## src/rtl/hbi_pkg.sv

```systemverilog
package hbi_pkg;
   typedef enum logic [1:0] {
      ST_IDLE   = 2'd0,
      ST_RDWAIT = 2'd1,
      ST_DONE   = 2'd2
   } hbi_state_e;
endpackage

```

## src/rtl/hbi_sync.sv

```systemverilog
module hbi_sync #(
   parameter int WIDTH  = 5,
   parameter int STAGES = 2
) (
   input  logic             clk,
   input  logic             rst_n,
   input  logic [WIDTH-1:0] d_in,
   output logic [WIDTH-1:0] d_out
);
   logic [WIDTH-1:0] chain_q [STAGES];

   for (genvar s = 0; s < STAGES; s++) begin : g_stage
      if (s == 0) begin : g_first
         always_ff @(posedge clk or negedge rst_n)
            if (!rst_n) chain_q[s] <= '1;
            else        chain_q[s] <= d_in;
      end else begin : g_next
         always_ff @(posedge clk or negedge rst_n)
            if (!rst_n) chain_q[s] <= '1;
            else        chain_q[s] <= chain_q[s-1];
      end
   end

   assign d_out = chain_q[STAGES-1];
endmodule

```

## src/rtl/hbi_lanes.sv

```systemverilog
module hbi_lanes #(
   parameter int LANE_W = 8,
   localparam int DATA_W = 2 * LANE_W
) (
   input  logic              wide,
   input  logic              swap,
   input  logic              a0,
   input  logic              bhe_n,
   input  logic              s_lwr,
   input  logic              s_hwr,
   input  logic              is_rd,
   input  logic [DATA_W-1:0] din,
   input  logic [DATA_W-1:0] rdata,
   output logic [1:0]        be,
   output logic [DATA_W-1:0] wdata,
   output logic [DATA_W-1:0] rfmt
);
   logic [1:0]        hsel;
   logic [1:0]        hmask;
   logic [DATA_W-1:0] din_x;
   logic [DATA_W-1:0] rd_x;
   logic [DATA_W-1:0] rd_wide;

   assign hsel  = {~bhe_n, ~a0};
   assign hmask = is_rd ? hsel : (hsel & {s_hwr, s_lwr});
   assign din_x = swap ? {din[LANE_W-1:0], din[DATA_W-1:LANE_W]} : din;
   assign rd_x  = swap ? {rdata[LANE_W-1:0], rdata[DATA_W-1:LANE_W]} : rdata;

   for (genvar l = 0; l < 2; l++) begin : g_lane
      assign rd_wide[l*LANE_W +: LANE_W] = hsel[l] ? rd_x[l*LANE_W +: LANE_W] : '0;
   end

   always_comb begin
      if (wide) begin
         be    = swap ? {hmask[0], hmask[1]} : hmask;
         wdata = din_x;
         rfmt  = rd_wide;
      end else begin
         be    = a0 ? 2'b10 : 2'b01;
         wdata = {din[LANE_W-1:0], din[LANE_W-1:0]};
         rfmt  = {{LANE_W{1'b0}}, (a0 ? rdata[DATA_W-1:LANE_W] : rdata[LANE_W-1:0])};
      end
   end
endmodule

```

## src/rtl/hbi_ctl.sv

```systemverilog
module hbi_ctl
   import hbi_pkg::*;
(
   input  logic clk,
   input  logic rst_n,
   input  logic wide,
   input  logic fetch_busy,
   input  logic raw_ov,
   input  logic s_io,
   input  logic s_mem,
   input  logic s_rd,
   input  logic s_lwr,
   input  logic s_hwr,
   input  logic lane_none,
   output logic mem_req,
   output logic mem_we,
   output logic reg_we,
   output logic reg_re,
   output logic cap_reg,
   output logic cap_mem,
   output logic wait_n
);
   hbi_state_e state_q, state_d;
   logic       stalled_q, stalled_d;
   logic       sel_io, sel_mem, io_go, mem_go, bus_act;

   assign sel_io  = s_io & ~s_mem;
   assign sel_mem = s_mem & ~s_io;
   assign io_go   = sel_io & (s_rd | s_lwr);
   assign mem_go  = sel_mem & (s_rd | s_lwr | (wide & s_hwr));
   assign bus_act = (s_io | s_mem) & (s_rd | s_lwr | s_hwr);

   always_comb begin
      state_d = state_q;
      mem_req = 1'b0;
      mem_we  = 1'b0;
      reg_we  = 1'b0;
      reg_re  = 1'b0;
      cap_reg = 1'b0;
      cap_mem = 1'b0;
      unique case (state_q)
         ST_IDLE: begin
            if (io_go) begin
               reg_re  = s_rd;
               reg_we  = ~s_rd;
               cap_reg = s_rd;
               state_d = ST_DONE;
            end else if (mem_go && !fetch_busy) begin
               mem_req = ~lane_none;
               mem_we  = ~lane_none & ~s_rd;
               state_d = (s_rd && !lane_none) ? ST_RDWAIT : ST_DONE;
            end
         end
         ST_RDWAIT: begin
            cap_mem = 1'b1;
            state_d = ST_DONE;
         end
         ST_DONE: begin
            if (!bus_act) state_d = ST_IDLE;
         end
         default: state_d = ST_IDLE;
      endcase
   end

   always_comb begin
      if (state_d == ST_DONE || (state_q == ST_IDLE && !mem_go))
         stalled_d = 1'b0;
      else if (state_q == ST_IDLE && mem_go && fetch_busy)
         stalled_d = 1'b1;
      else
         stalled_d = stalled_q;
   end

   always_ff @(posedge clk or negedge rst_n) begin
      if (!rst_n) begin
         state_q   <= ST_IDLE;
         stalled_q <= 1'b0;
      end else begin
         state_q   <= state_d;
         stalled_q <= stalled_d;
      end
   end

   assign wait_n = ~(raw_ov & (state_q != ST_DONE) & (fetch_busy | stalled_q));
endmodule

```

## src/rtl/dual_width_host_port.sv

```systemverilog
module dual_width_host_port #(
   parameter int HOST_AW     = 15,
   parameter int LANE_W      = 8,
   parameter int REG_AW      = 8,
   parameter int SYNC_STAGES = 2,
   localparam int DATA_W  = 2 * LANE_W,
   localparam int WORD_AW = HOST_AW - 1
) (
   input  logic               clk,
   input  logic               rst_n,
   input  logic               wide_mode,
   input  logic               swap_lanes,
   input  logic [HOST_AW-1:0] host_addr,
   input  logic [DATA_W-1:0]  host_din,
   output logic [DATA_W-1:0]  host_dout,
   input  logic               io_sel_n,
   input  logic               mem_sel_n,
   input  logic               rd_n,
   input  logic               lwr_n,
   input  logic               hwr_n,
   input  logic               bhe_n,
   output logic               wait_n,
   output logic               steal_act,
   input  logic               fetch_busy,
   output logic               mem_req,
   output logic               mem_we,
   output logic [WORD_AW-1:0] mem_addr,
   output logic [1:0]         mem_be,
   output logic [DATA_W-1:0]  mem_wdata,
   input  logic [DATA_W-1:0]  mem_rdata,
   output logic               reg_we,
   output logic               reg_re,
   output logic [REG_AW-1:0]  reg_addr,
   output logic [LANE_W-1:0]  reg_wdata,
   input  logic [LANE_W-1:0]  reg_rdata
);
   if (SYNC_STAGES < 2) begin : g_bad_sync
      $error("SYNC_STAGES must be at least 2");
   end
   if (REG_AW > HOST_AW) begin : g_bad_reg
      $error("REG_AW must not exceed HOST_AW");
   end
   if (LANE_W < 1) begin : g_bad_lane
      $error("LANE_W must be positive");
   end

   logic [4:0]        raw_n, syn_n;
   logic              s_io, s_mem, s_rd, s_lwr, s_hwr;
   logic              raw_ov;
   logic              cap_reg, cap_mem;
   logic [DATA_W-1:0] rfmt;
   logic [DATA_W-1:0] dout_q;

   assign raw_n = {io_sel_n, mem_sel_n, rd_n, lwr_n, hwr_n};

   hbi_sync #(.WIDTH(5), .STAGES(SYNC_STAGES)) sync_i (
      .clk   (clk),
      .rst_n (rst_n),
      .d_in  (raw_n),
      .d_out (syn_n)
   );

   assign {s_io, s_mem, s_rd, s_lwr, s_hwr} = ~syn_n;

   hbi_lanes #(.LANE_W(LANE_W)) lanes_i (
      .wide  (wide_mode),
      .swap  (swap_lanes),
      .a0    (host_addr[0]),
      .bhe_n (bhe_n),
      .s_lwr (s_lwr),
      .s_hwr (s_hwr),
      .is_rd (s_rd),
      .din   (host_din),
      .rdata (mem_rdata),
      .be    (mem_be),
      .wdata (mem_wdata),
      .rfmt  (rfmt)
   );

   assign raw_ov = ~mem_sel_n & io_sel_n & (~rd_n | ~lwr_n | (wide_mode & ~hwr_n));

   hbi_ctl ctl_i (
      .clk        (clk),
      .rst_n      (rst_n),
      .wide       (wide_mode),
      .fetch_busy (fetch_busy),
      .raw_ov     (raw_ov),
      .s_io       (s_io),
      .s_mem      (s_mem),
      .s_rd       (s_rd),
      .s_lwr      (s_lwr),
      .s_hwr      (s_hwr),
      .lane_none  (mem_be == 2'b00),
      .mem_req    (mem_req),
      .mem_we     (mem_we),
      .reg_we     (reg_we),
      .reg_re     (reg_re),
      .cap_reg    (cap_reg),
      .cap_mem    (cap_mem),
      .wait_n     (wait_n)
   );

   always_ff @(posedge clk or negedge rst_n) begin
      if (!rst_n)       dout_q <= '0;
      else if (cap_reg) dout_q <= {{LANE_W{1'b0}}, reg_rdata};
      else if (cap_mem) dout_q <= rfmt;
   end

   assign host_dout = dout_q;
   assign steal_act = fetch_busy;
   assign mem_addr  = host_addr[HOST_AW-1:1];
   assign reg_addr  = host_addr[REG_AW-1:0];
   assign reg_wdata = host_din[LANE_W-1:0];
endmodule

```

## config.mk

```make
export PLATFORM = sky130hd
export DESIGN_NAME = dual_width_host_port
export DESIGN_NICKNAME = d
export VERILOG_FILES = /design/src/rtl/hbi_pkg.sv /design/src/rtl/hbi_sync.sv /design/src/rtl/hbi_lanes.sv /design/src/rtl/hbi_ctl.sv /design/src/rtl/dual_width_host_port.sv
export SDC_FILE = /design/constraint.sdc
export NUM_CORES = 1
export LEC_CHECK = 0
export CORE_MARGIN = 10
export CORE_UTILIZATION = 36
export DETAILED_ROUTE_END_ITERATION = 16
export PLACE_DENSITY = 0.87
export SYNTH_ARGS = -nofsm -noshare
export SYNTH_HDL_FRONTEND = slang
export SYNTH_SLANG_ARGS = --single-unit
```

## constraint.sdc

```tcl
create_clock -name clk -period 2.3 [get_ports clk]
set_input_delay 0.23 -clock clk [delete_from_list [all_inputs] [get_ports clk]]
set_output_delay 0.23 -clock clk [all_outputs]
set_load 0.03 [all_outputs]
```

==> results of run 1 <==
[metrics by stage]
step / utilization / area [sq um]
after global placement: 0.523 / 2850
after CTS: 0.544 / 2960
after detailed placement: 0.523 / 2850
after floorplan: - / 2000
final: 0.545 / 2960
after global routing: 0.545 / 2960
[kinds of logic (layout without fill, tap and decap cells)]
family / Yosys count / after routing
simple gates: 65 / 65
compound gates: 49 / 49
buf+inv: 44 / 118
flops: 29 / 29
mux: 24 / 24
[worst paths after layout]
path,start,end,slack (ns),cells after the start
max,sync_i.d_out[3],reg_we,0.08,3
min,rst_n,ctl_i.state_q[0],0.33,2
max reg2reg,sync_i.d_out[3],host_dout[0],0.37,5
min reg2reg,sync_i.chain_q[7],sync_i.d_out[2],0.36,0
max in group asynchronous,rst_n,sync_i.chain_q[7],1.65,2
min in group clk,sync_i.chain_q[7],sync_i.d_out[2],0.36,0
[layout by cell type, fill, tap and decap left out, drive strengths merged]
cell type / instances
a211oi: 1
a21o: 1
a21oi: 15
a221o: 8
a31o: 1
a32oi: 1
and2: 10
and2b: 1
buf: 22
bufinv: 1
clkbuf: 7
clkdlybuf4s15: 1
clkdlybuf4s50: 85
dfrtp: 19
dfstp: 10
dlygate4sd2: 1
inv: 1
mux2: 8
mux2i: 16
nand2: 27
nand2b: 1
nand3: 1
nand3b: 2
nor2: 8
nor2b: 12
nor3b: 2
o2111ai: 2
o211ai: 2
o21ai: 1
o22ai: 9
o2bb2ai: 8
or4b: 1
[worst max-delay path, stage by stage (launching register included)]
cell             delay (ns)
dfstp_2                0.56
or4b_4                 0.52
nor3b_1                0.23
clkdlybuf4s15_1        0.41
[area by class of cell]
| class | instances | area [sq um] |
|---|---|---|
| fillers | 496 | 2480 |
| inverters | 1 | 3.75 |
| flip-flops and latches | 29 | 738 |
| repair buffers | 109 | 1050 |
| clock buffers | 7 | 86.3 |
| multi-input cells | 138 | 966 |
| well taps | 72 | 90.1 |
| clock inverters | 1 | 30.0 |
[state kept, by name, summed over array words and instances (netlist names)]
signal,flops
ctl_i.stalled_q,1
ctl_i.state_q,2
host_dout,16
sync_i.chain_q,5
sync_i.d_out,5
[layer usage]
metal  vias up  share of wire  GRT usage
li1        866              -          -
met1       886           0.38      0.150
met2        93           0.50      0.247
met3         8           0.11     0.0611
met4         0          0.014     0.0424
met5         -              0          0
[power breakdown]
part / internal [mW] / switching (mW) / leakage, nW / total, mW
sequential: 0.611 / 0.0623 / 0.356 / 0.673
clock: 0.353 / 0.185 / 0.0585 / 0.538
combinational: 0.395 / 0.439 / 0.858 / 0.834
total: 1.36 / 0.686 / 1.27 / 2.04
[what timing repair did]
action	in CTS	in global routing
pin swaps	0	0
buffers inserted	0	0
hold endpoints to repair	0	0
resized for setup	2	1
setup endpoints to repair	2	1
==> qor.csv, run 1 <==
metric,value,unit
status,completed,
CTS tree,yes,
largest net degree at the start of global routing,30,
Crit Path Max Fanout,5,
Antenna Cells,0,
drt wl/cell,18.5,microns
mux contribution to synthesized area,0.125,
"Slew Viols, Final",0,
Unique masters post-synth,35,
Setup TNS Final,0,ns
Die Span Y,94.6,microns
worst-margin pin slew,0.392,ns
nets@finish,350,
Crit Path Class,reg2out,
fmax,450,MHz
largest family of logic cells by synthesized area,simple AND/OR/NAND/NOR gates,
"worst slack, placed",0.0659,ns
gr usage total,0.141,
detailed-route DRC error count,0,
WHS,0.333,ns
asr flop ratio synth,1.00,
Yosys warning count,0,
"Top FF cell, synth",dfrtp_1,
gpl congestion,0.869,
final worst setup slack,0.0788,ns
syn avg cell area,9.49,sq um
clk sink count,29,
Rel. slew slack,0.738,
total number of vias,1853,
register area share after synthesis,0.369,
core region area,5440,sq um
starting density of the core,0.368,
clk_skew,0.00701,ns
Die Wd,94.6,microns
First DRT Iteration DRCs,105,
CTS H-tree lvls,2,
number of synthesized register bits,29,
Pwr per Cell Area,690,nW/um^2
DRT Wirelength,6590,microns
layout cells sized above 1,0.186,
root buf cell,clkbuf_8,
Synth top cells by count,"buf_4, nand2_1, dfrtp_1",
"Cell Area, Synth",2000,sq um
"Reg clk slew, reported paths",0.06,ns
Fin. Hold Viols,0,
CTS max path bufs,2,
cts bufs inserted,5,
final non-filler cell total,357,
Synth area leaders,"dfrtp_1, dfstp_2, buf_4",
DP HPWL,5360,microns
CP Capture Type,primary output,
Via density,5.19,
final setup violating endpoints,0,
Worst Setup Start Kind,flip-flop,
port bufs,100,
Adder-Cell Fraction of Synth Area,0,
most numerous cell in the Yosys netlist,buf_4,
grt total ovfl,0,
DRT Pass-1 Iters,4,
placed cell count,349,
Top Ports,136,
Worst Path Arrival,1.99,ns
maximum vdd ir drop,0.000405,V
first-pass GRT wire length,9940,microns
full die area,8940,sq um
"Net Count, Synth",277,
vias in the first global route,1925,
Synth Area in Simple Gates,0.182,
Synth area leader,dfrtp_1,
share of the synthesized area in the top cell type,0.238,
post-route ant nets,0,
post-cts hold buffer count,0,
# rows,27,
total power,2.04,mW
compound-gate portion of the synthesized area,0.176,
Crit path required time,2.07,ns
Post-synth EDFFs,0,
HP Class,in2async,
Synth Instances,211,
RSZ-0062 raised after global routing,false,
maxcap violations,0,
initial antenna violation count,0,
post-synthesis xor/xnor area fraction,0,
Final Cycle Share,0.966,
Period minus WS final,2.22,ns
area grow syn2layout,47.9,%
Worst-Skew Late Latency,0.28,ns
Pleak,1.27,nW
(Power assumes the default switching activity.)
==> run 2, diff against run 1 <==
- CAP_MARGIN: not set -> 30
- HOLD_SLACK_MARGIN: not set -> 0.12
- MAX_ROUTING_LAYER: not set -> met4
==> qor.csv, run 2 (same netlist as run 1, synthesis figures left out) <==
metric,value,unit
status,completed,
Rel. slew slack,0.739,
First DRT Iteration DRCs,87,
core region area,5440,sq um
total number of vias,1880,
DP HPWL,5360,microns
multi-input logic area,966,sq um
Crit path required time,2.07,ns
Die Span Y,94.6,microns
Worst R2R Path Depth,5,
"Slew Viols, Final",0,
Sequential Power Share,0.329,
Worst Setup Start Kind,flip-flop,
CP Capture Type,primary output,
"Core Util, Final",0.545,
nets@finish,350,
clk sink count,29,
post-cts hold buffer count,0,
maximum vdd ir drop,0.000404,V
Fin. Hold Viols,0,
CTS H-tree lvls,2,
max FFs per register,16,
gr usage total,0.145,
Fill cells,496,
R2R Setup Slk,0.37,ns
RSZ-0062 raised after global routing,false,
"most common cell after layout, fill and taps aside",clkdlybuf4s50_1,
maxcap violations,0,
Critical Path End,reg_we,
port bufs,100,
most frequent cells in the layout,"clkdlybuf4s50_1, nand2_1, buf_4, dfrtp_1, mux2i_1",
Worst Path Arrival,1.99,ns
largest net degree at the start of global routing,30,
Pleak,1.27,nW
Pwr per Cell Area,690,nW/um^2
Antenna Cells,0,
"Reg clk slew, reported paths",0.06,ns
Period minus WS final,2.22,ns
fmax,450,MHz
Final Cycle Share,0.966,
clk_skew,0.00688,ns
Clock Power Share,0.263,
final setup violating endpoints,0,
Switching Share,0.336,
Die Wd,94.6,microns
CTS max path bufs,2,
post-route ant nets,0,
DRT Wirelength,6600,microns
root buf cell,clkbuf_8,
CP max stage delay,0.56,ns
Net Switching,0.686,mW
vias in the first global route,1922,
Crit Path Max Fanout,5,
layout cells sized above 1,0.186,
Critical Path Stages,3,
Crit Path Class,reg2out,
starting density of the core,0.368,
Worst R2R Start,sync_i.d_out[3],
CP Buf/Inv Count,1,
Slowest cell on crit path,dfstp_2,
Via density,5.27,
grt total ovfl,0,
worst-margin pin slew,0.390,ns
Critical path origin,sync_i.d_out[3],
Post-CTS Repair Setup Buffers,0,
DRT Pass-1 Iters,4,
Top Ports,136,
full die area,8940,sq um
detailed-route DRC error count,0,
register area,738,sq um
drt wl/cell,18.5,microns
first-pass GRT wire length,9940,microns
Int Pwr,1.36,mW
combinational share of power,0.408,
area grow syn2layout,47.9,%
CTS tree,yes,
"Cell Chain, Critical Path","or4b_4, nor3b_1, clkdlybuf4s15_1",
Setup TNS Final,0,ns
worst flop-to-flop path endpoint,host_dout[0],
Worst-Skew Late Latency,0.28,ns
cts bufs inserted,5,
"CP delay by family, top",simple AND/OR/NAND/NOR gates,
gpl congestion,0.884,
post_cts resized,2,
# rows,27,
HP Class,in2async,
initial antenna violation count,0,
==> run 2: routing by layer <==
| layer | GRT usage | vias up | share of wire |
|---|---|---|---|
| met5 | - | - | 0 |
| met3 | 0.0523 | 12 | 0.10 |
| li1 | - | 865 | - |
| met1 | 0.156 | 903 | 0.39 |
| met2 | 0.245 | 100 | 0.49 |
| met4 | 0.0424 | 0 | 0.019 |
==> run 2: how the worst min path moves through the flow <==
stage,endpoint,depth (start not counted),slack (ns)
final,host_dout[2],2,0.33
after global routing,ctl_i.state_q[0],2,0.35
after CTS,ctl_i.stalled_q,2,0.34
after detailed placement,sync_i.d_out[2],0,0.35
after global placement,sync_i.d_out[4],0,0.35
after floorplan,ctl_i.stalled_q,0,-0.07
==> run 2: power groups by stage <==
stage               sequential (mW)  combinational [mW]  clock (mW)
floorplan                     0.814               0.386           0
global placement              0.677               0.830           0
detailed placement            0.680               0.844           0
CTS                           0.672               0.845       0.554
global route                  0.686               0.884       0.582
finish                        0.673               0.834       0.538
==> run 2: per-stage QoR <==
stage | power (mW) | cells | area, sq um | hold WS (ns) | setup WS [ns]
2_1_floorplan | 1.20 | 211 | 2000 | -0.0656 | 0.271
3_3_place_gp | 1.51 | 349 | 2850 | 0.345 | 0.120
3_5_place_dp | 1.52 | 349 | 2850 | 0.347 | 0.0659
4_1_cts | 2.07 | 357 | 2960 | 0.336 | 0.0337
5_1_grt | 2.15 | 357 | 2960 | 0.349 | 0.00878
6_report | 2.04 | 357 | 2960 | 0.331 | 0.0775
==> run 2: area by class of cell <==
| cell class | count | area share |
|---|---|---|
| timing repair buffer | 109 | 0.354 |
| multi-input combinational | 138 | 0.326 |
| sequential | 29 | 0.249 |
| tap | 72 | 0.0304 |
| clock buffer | 7 | 0.0292 |
| clock inverter | 1 | 0.0101 |
| inverter | 1 | 0.00127 |
==> run 3, diff against run 2 <==
- CORE_MARGIN: 10 -> not set
==> qor.csv, run 3 (same netlist as run 1, synthesis figures left out) <==
metric,value,unit
Fin. Hold Viols,0,
met3 Use GR,0.0515,
busiest grt layer,met2,
Post-CTS Repair Setup Buffers,0,
gpl congestion,0.904,
met1 Usage GRT,0.212,
total power,1.94,mW
worst-margin pin slew,0.384,ns
combinational share of power,0.429,
Setup TNS Final,0,ns
CTS tree,yes,
maximum vdd ir drop,0.000340,V
Via density,5.13,
"Reg clk slew, reported paths",0.07,ns
Crit path required time,2.07,ns
detailed-route DRC error count,0,
Worst R2R Path Depth,5,
fmax,467,MHz
met2 usage in global routing,0.370,
starting density of the core,0.382,
DRT Wirelength,5730,microns
Die Span Y,76.6,microns
Top Ports,136,
area grow syn2layout,46.4,%
Most Frequent Cell on Critical Path,clkdlybuf4s50_1,
cts bufs inserted,5,
"most common cell after layout, fill and taps aside",clkdlybuf4s50_1,
total number of vias,1832,
HP Class,in2async,
Clock Power Share,0.225,
Pwr per Cell Area,660,nW/um^2
clk sink count,29,
WHS,0.325,ns
Critical path origin,wide_mode,
"CP delay by family, top",buffers and inverters,
RSZ-0062 raised after global routing,false,
nets@finish,352,
placed cell count,349,
Worst R2R Start,sync_i.d_out[3],
first-pass GRT wire length,8990,microns
largest net degree at the start of global routing,30,
grt total ovfl,0,
"Cell Chain, Critical Path","clkdlybuf4s50_1, nand2b_1, buf_4, mux2_1, clkdlybuf4s50_1",
core region area,5240,sq um
Net Switching,0.687,mW
Antenna Cells,0,
Rel. slew slack,0.743,
final non-filler cell total,357,
most frequent cells in the layout,"clkdlybuf4s50_1, nand2_1, buf_4, dfrtp_1, mux2i_1",
full die area,5860,sq um
# rows,26,
Crit Path Max Fanout,8,
Slowest cell on crit path,clkdlybuf4s50_1,
DP HPWL,4430,microns
maxcap violations,0,
DRT Pass-1 Iters,4,
CTS H-tree lvls,2,
Worst-Skew Late Latency,0.28,ns
drt wl/cell,16.1,microns
Pleak,1.27,nW
Switching Share,0.355,
post-route ant nets,0,
Crit Path Class,in2out,
Die Wd,76.6,microns
vias in the first global route,1852,
Int Pwr,1.25,mW
First DRT Iteration DRCs,97,
Final Cycle Share,0.932,
status,completed,
clk_skew,0.0139,ns
Period minus WS final,2.14,ns
Worst Path Arrival,1.91,ns
Sequential Power Share,0.346,
final setup violating endpoints,0,
Worst Setup Start Kind,primary input,
CP max stage delay,0.59,ns
worst flop-to-flop path endpoint,host_dout[5],
CP Buf/Inv Count,3,
initial antenna violation count,0,
CTS max path bufs,2,
R2R Setup Slk,0.40,ns
layout cells sized above 1,0.192,
port bufs,100,
"Slew Viols, Final",0,
gr usage total,0.203,
CP Capture Type,primary output,
root buf cell,clkbuf_8,
max FFs per register,16,
-- run 3: per-layer routing --
metal  share of wire  vias up
li1                -      875
met1            0.39      862
met2            0.52       84
met3           0.077       11
met4           0.013        0
met5               0        -
-- run 3: worst register-to-register path, stage by stage (launching register included) --
cell and delay, ns:
dfstp_2 0.56, or4b_4 0.51, nor2_8 0.10, buf_4 0.16
nor2_4 0.10, a221o_1 0.36
-- run 3: area by class of cell --
type	instances	area, sq um
clock buffer	8	90.1
fill	469	2310
inverter	1	3.75
multi-input combinational	138	966
sequential	29	738
tap	70	87.6
timing repair buffer	111	1040
-- run 3: power by group through the flow --
| stage | Sequential [mW] | Combinational [mW] | Clock [mW] |
|---|---|---|---|
| 2_1_floorplan | 0.814 | 0.386 | 0 |
| 3_3_place_gp | 0.673 | 0.826 | 0 |
| 3_5_place_dp | 0.677 | 0.836 | 0 |
| 4_1_cts | 0.670 | 0.837 | 0.446 |
| 5_1_grt | 0.685 | 0.879 | 0.460 |
| 6_report | 0.669 | 0.831 | 0.435 |
-- run 3: repair_timing --
item                                    4_1_cts  5_1_grt
hold endpoints to repair                      0        0
hold buffers                                  0        0
resized for setup                             2        3
endpoints found under the setup margin        2        1
-- run 3: worst max-delay path by stage --
stage	cells past startpoint	slack, ns	end
floorplan	2	0.27	reg_we
global placement	3	0.05	reg_we
detailed placement	3	0.03	reg_we
CTS	3	0.009	reg_we
global route	6	0.09	wait_n
finish	5	0.16	mem_wdata[15]
-- run 3: stage by stage --
stage / cell area (sq um) / setup slack (ns) / util
after CTS: 2930 / 0.00920 / 0.560
after detailed placement: 2850 / 0.0319 / 0.543
after global routing: 2930 / 0.0892 / 0.559
after floorplan: 2000 / 0.271 / -
after global placement: 2850 / 0.0540 / 0.543
final: 2930 / 0.157 / 0.559
